**src/rtl/bht_pkg.sv**
```systemverilog
// Package: shared counter encoding and transition rules for the branch
// history table. Assumes a 2-bit state where the upper bit is the guess.
package bht_pkg;

    typedef enum logic [1:0] {
        CTR_STRONG_NT = 2'b00,
        CTR_WEAK_NT   = 2'b01,
        CTR_WEAK_T    = 2'b10,
        CTR_STRONG_T  = 2'b11
    } ctr_e;

    // Next counter state for one resolved outcome (hysteresis sequence).
    function automatic ctr_e ctr_next(input ctr_e cur, input logic taken);
        ctr_e nxt;
        if (taken) begin
            case (cur)
                CTR_STRONG_NT: nxt = CTR_WEAK_NT;
                default:       nxt = CTR_STRONG_T;
            endcase
        end else begin
            case (cur)
                CTR_STRONG_T: nxt = CTR_WEAK_T;
                default:      nxt = CTR_STRONG_NT;
            endcase
        end
        return nxt;
    endfunction

    // Guess carried by a counter state: taken for 10 and 11.
    function automatic logic ctr_guess(input ctr_e cur);
        return (cur == CTR_WEAK_T) || (cur == CTR_STRONG_T);
    endfunction

endpackage

```
**src/rtl/bht_index.sv**
```systemverilog
// Module: bht_index
// Extracts the table slot number from a word-aligned program counter.
// Assumes PC_W > IDX_W + 2; the two byte-offset bits and all upper bits
// are dropped, so aliasing addresses share a slot.
module bht_index #(
    parameter int PC_W  = 32,
    parameter int IDX_W = 4
) (
    input  logic [PC_W-1:0]  pc,
    output logic [IDX_W-1:0] idx
);

    localparam int LO = 2;
    localparam int HI = IDX_W + LO - 1;

    // Slot select: the bits just above the byte offset.
    assign idx = pc[HI:LO];

    // Bits that deliberately take no part in slot selection.
    logic unused_pc_bits;
    assign unused_pc_bits = ^{pc[PC_W-1:HI+1], pc[LO-1:0]};

endmodule

```
**src/rtl/bht_cell.sv**
```systemverilog
// Module: bht_cell
// One 2-bit prediction counter. Loads its next state when wr_en is high;
// otherwise holds. Resets synchronously to strong not-taken.
module bht_cell
    import bht_pkg::*;
(
    input  logic       clk,
    input  logic       rst_n,
    input  logic       wr_en,
    input  logic       taken,
    output logic [1:0] state_o
);

    ctr_e state_q;

    // Counter register: reset, update on write, else hold.
    always_ff @(posedge clk) begin
        if (!rst_n) begin
            state_q <= CTR_STRONG_NT;
        end else if (wr_en) begin
            state_q <= ctr_next(state_q, taken);
        end
    end

    assign state_o = state_q;

endmodule

```
**src/rtl/bht_table.sv**
```systemverilog
// Module: bht_table
// Array of DEPTH counters with one write port (slot decoded here) and one
// combinational read port. A read of the slot being written returns the
// pre-edge state. Assumes DEPTH = 2**IDX_W.
module bht_table
    import bht_pkg::*;
#(
    parameter int DEPTH = 16,
    parameter int IDX_W = 4
) (
    input  logic               clk,
    input  logic               rst_n,
    input  logic               wr_valid,
    input  logic [IDX_W-1:0]   wr_idx,
    input  logic               wr_taken,
    input  logic [IDX_W-1:0]   rd_idx,
    output ctr_e               rd_state,
    output logic [2*DEPTH-1:0] tbl_flat
);

    logic [DEPTH-1:0][1:0] cell_q;
    logic [DEPTH-1:0]      wr_sel;

    for (genvar g = 0; g < DEPTH; g++) begin : g_slot
        // Write decode for this slot.
        assign wr_sel[g] = wr_valid && (wr_idx == IDX_W'(g));

        bht_cell u_cell (
            .clk     (clk),
            .rst_n   (rst_n),
            .wr_en   (wr_sel[g]),
            .taken   (wr_taken),
            .state_o (cell_q[g])
        );

        assign tbl_flat[2*g +: 2] = cell_q[g];
    end

    // Read mux: combinational lookup of the addressed slot.
    always_comb begin
        rd_state = ctr_e'(cell_q[rd_idx]);
    end

endmodule

```
**src/rtl/bht_predictor.sv**
```systemverilog
// Module: bht_predictor (top)
// Tagless direct-mapped branch history table. The lookup port answers in
// the same cycle. The update port writes on the next rising edge when
// upd_valid is high. Assumes DEPTH is a power of two, at least 2.
module bht_predictor
    import bht_pkg::*;
#(
    parameter int PC_W  = 32,
    parameter int DEPTH = 16
) (
    input  logic            clk,
    input  logic            rst_n,
    input  logic [PC_W-1:0] lk_pc,
    output logic            lk_taken,
    input  logic            upd_valid,
    input  logic [PC_W-1:0] upd_pc,
    input  logic            upd_taken
);

    localparam int IDX_W = $clog2(DEPTH);

    initial begin
        if ((1 << IDX_W) != DEPTH || DEPTH < 2)
            $error("DEPTH must be a power of two of at least 2");
        if (PC_W <= IDX_W + 2)
            $error("PC_W too narrow for DEPTH");
    end

    logic [IDX_W-1:0]   lk_idx;
    logic [IDX_W-1:0]   upd_idx;
    ctr_e               lk_state;
    logic [2*DEPTH-1:0] tbl_flat;

    bht_index #(.PC_W(PC_W), .IDX_W(IDX_W)) u_lk_index (
        .pc  (lk_pc),
        .idx (lk_idx)
    );

    bht_index #(.PC_W(PC_W), .IDX_W(IDX_W)) u_upd_index (
        .pc  (upd_pc),
        .idx (upd_idx)
    );

    bht_table #(.DEPTH(DEPTH), .IDX_W(IDX_W)) u_table (
        .clk      (clk),
        .rst_n    (rst_n),
        .wr_valid (upd_valid),
        .wr_idx   (upd_idx),
        .wr_taken (upd_taken),
        .rd_idx   (lk_idx),
        .rd_state (lk_state),
        .tbl_flat (tbl_flat)
    );

    // Prediction: the guess bit of the looked-up counter.
    assign lk_taken = ctr_guess(lk_state);

endmodule

```
**config.mk**
```make
export PLATFORM = sky130hd
export DESIGN_NAME = bht_predictor
export DESIGN_NICKNAME = d
export VERILOG_FILES = /design/src/rtl/bht_pkg.sv /design/src/rtl/bht_index.sv /design/src/rtl/bht_cell.sv /design/src/rtl/bht_table.sv /design/src/rtl/bht_predictor.sv
export SDC_FILE = /design/constraint.sdc
export NUM_CORES = 1
export LEC_CHECK = 0
export BUFFER_PORTS_ARGS = -buffer_cell sky130_fd_sc_hd__buf_2
export CORE_MARGIN = 2
export CORE_UTILIZATION = 30
export DETAILED_ROUTE_END_ITERATION = 12
export GPL_ROUTABILITY_DRIVEN = 0
export GPL_TIMING_DRIVEN = 0
export MAX_ROUTING_LAYER = met4
export SYNTH_ARGS = -nofsm -noshare
export SYNTH_HDL_FRONTEND = slang
export SYNTH_SLANG_ARGS = --single-unit
```
**constraint.sdc**
```tcl
create_clock -name clk -period 1.05 [get_ports clk]
set_input_delay 0.1575 -clock clk [delete_from_list [all_inputs] [get_ports clk]]
set_output_delay 0.1575 -clock clk [all_outputs]
set_load 0.1 [all_outputs]
```
==> results.yml <==
status:
  status: "complete, but fails checks"
  failed_checks: "negative setup slack"
clocking:
  path_clk_slew_ns: 0.07
  tritoncts_num_sinks: 32
  clkLatencyLatePin_ns: 0.28
  ctsHoldBuffers: 0
  ctsHtreeMaxLevel: 2
  master_cell_of_the_clock_root_buffer: "clkbuf_8"
  cts.path.max_buffers: 2
  clock_tree_from_tritoncts: "built"
  cts-buffers-inserted: 5
synth:
  synth_warnings: 0
  synth_area_leaders: "dfxtp_1 (38%), o31ai_1 (6.8%), a31oi_1 (6.0%)"
  number_of_flops_mapped_to_enable_cells_by_yosys: 0
  synth-simple-area-share: 0.2551
  adder_cell_area_share_of_the_yosys_netlist: 0
  synth_compound_gate_area_share: 0.2318
  share_of_synthesized_registers_carrying_an_async_set_or_reset: 0
  postSynthAreaPerCell_sq_um: 8.597
  synthDominantAreaCellType: "dfxtp_1"
  commonest_cells_in_the_netlist: "dfxtp_1 (32), nand3_1 (18), nand2_1 (17)"
  yosys-mux-area-fraction: 0.07202
  synth_xor_xnor_area_share: 0
  ys.flop_type: "dfxtp_1"
  unique_masters_post_synth: 31
  post_synth_instance_area_sq_mm: 0.001668
  yosys.cell_count.top_type: "dfxtp_1"
  synth_top_family_by_area: "simple AND/OR/NAND/NOR gates"
  synth.top_cell.area_share: 0.3841
  postSynthRegisterBits: 32
  mappedNetlistNets: 262
  synth-seq-area-share: 0.3841
  post_synth_inst_count: 194
floorplan:
  die_height_um: 78.56
  placementRows: 27
  chipWidth_um: 78.56
  starting_utilization_of_the_core_area: 0.3066
  core_sq_mm: 0.005439
  pin_count: 69
  design.die.area_sq_mm: 0.006172
setup_path:
  cp-end-kind: "primary output"
  worst-endpoint-arrival_ns: 1.59
  regToRegSetupSlack_ns: 0.24
  critPathKind: "flop to primary output"
  setup.worst_path.start_class: "flop"
  critPathRequiredTime_ns: 0.89
  path_max_fanout: 2
cells_and_area:
  final_design_area_no_fill_sq_mm: 0.001998
  diodes: 0
  areaGrowthSynthToFinish_pct: 19.81
  largest_register_ffs: 32
  num-nets-final: 282
  post_route_cells_drive_above_1_share: 0.3023
  multi_input_area_sq_um: 964.7
  regArea_sq_um: 659.4
  final_util: 0.3674
  filler_cell_count: 552
detailed_routing:
  average_routed_wire_per_standard_cell_um: 15.74
  wirelength_um: 4517
  num_vias: 1569
  drt_pre_antenna_iters: 4
  drt.antenna.violating_nets: 0
  vias_per_cell: 5.467
  remaining_drc_errors: 0
  drt_first_iter_violations: 184
timing:
  slew_viol_final: 0
  finalWorstPathRequiredPeriod_ns: 1.745
  clock_skew_ns: 0.004739
  final-hold-violation-count: 0
  slew-limit-headroom: 0.6206
  final.setup.worst_slack_ns: -0.6947
  tightest_slew_ns: 0.5691
  timing.final.crit_share: 1.662
  rsz_0062_raised_after_global_routing: "true"
  setup_violations: 1
  timing.hold.ws_ns: 0.1235
  max_freq_ghz: 0.5732
placement:
  post_placement_setup_slack_ns: -0.5487
  post-dp-hpwl_um: 3137
  dpl_cell_area_sq_mm: 0.001847
  place.port_buffers: 11
global_route:
  via_count_of_the_first_global_routing_pass: 1491
  maximum_number_of_pins_on_one_net_before_global_route_repair: 11
  globalRoute.totalOverflow: 0
  wire_length_of_the_first_global_routing_pass_um: 7576
  total_routing_usage_gr: 0.1629
  grt_antenna_before_repair: 0
pwr:
  pwr_density_cell_mw_per_mm2: 1248
  ir_drop_mv: 0.6776
  fin_total_pwr_mw: 2.494
  p_leak_nw: 0.6288
hold_path:
  holdCritPathClass: "input pin to flop"
run:
  timing.max_cap.violations: 0
worst max-delay path, stage by stage, from the launching register on:
cell	delay, ns
dfxtp_2	0.34
mux4_2	0.46
mux2i_2	0.21
mux2i_4	0.11
buf_12	0.18
report_power, final:
part,switching [mW],internal (mW)
registers,0.00531,1.22
clock network,0.463,0.535
logic,0.181,0.0882
area by class of cell:
type | count | area share
Sequential cell | 32 | 0.3300
Multi-Input combinational cell | 143 | 0.4828
Buffer | 16 | 0.04508
Timing Repair Buffer | 15 | 0.05009
Tap cell | 72 | 0.04508
Inverter | 1 | 0.001879
Clock buffer | 8 | 0.04508
per-layer routing:
layer | vias up | global-route usage | share of wire
met5 | - | - | 0
met4 | 0 | 0.05614 | 0.017
met3 | 7 | 0.03678 | 0.049
met2 | 40 | 0.2470 | 0.45
met1 | 737 | 0.2140 | 0.48
li1 | 785 | - | -
per-stage QoR:
step	TNS (ns)	cells
global placement	-5.733	277
floorplan	-0.4776	194
CTS	-0.6958	289
detailed placement	-5.918	277
global route	-0.7419	287
finish	-0.6947	287
cell usage in the layout (no fill, tap or decap), types with 6 or more instances in the layout:
master    instances
nand3_1          18
nand2_1          17
dfxtp_1          17
buf_2            16
o21ai_0          16
a21oi_1          16
a31oi_1          16
nand4_1          15
dfxtp_2          15
o31ai_1          13
clkbuf_1          8
clkbuf_8          6
what timing repair did:
action                                  4_1_cts  5_1_grt
endpoints found under the setup margin        1        8
gates resized for setup                      11        5
buffers inserted                              4        0
final timing paths:
check                                       startpoint                             endpoint  depth (start not counted)
hold reg to reg    u_table.g_slot[6].u_cell.state_o[0]  u_table.g_slot[6].u_cell.state_o[1]                          2
setup reg to reg   u_table.g_slot[7].u_cell.state_o[0]  u_table.g_slot[7].u_cell.state_o[1]                          2
hold / removal                                   rst_n  u_table.g_slot[6].u_cell.state_o[1]                          3
setup / recovery  u_table.g_slot[13].u_cell.state_o[1]                             lk_taken                          4
kinds of logic (layout without fill, tap and decap cells):
| group | count (synthesis) | after routing |
|---|---|---|
| multiplexers | 7 | 7 |
| AO/OA/AOI/OAI | 65 | 65 |
| AND/OR/NAND/NOR | 71 | 71 |
| buffers and inverters | 19 | 40 |
| flip-flops | 32 | 32 |
No activity file was read; power rests on OpenSTA's default activity.
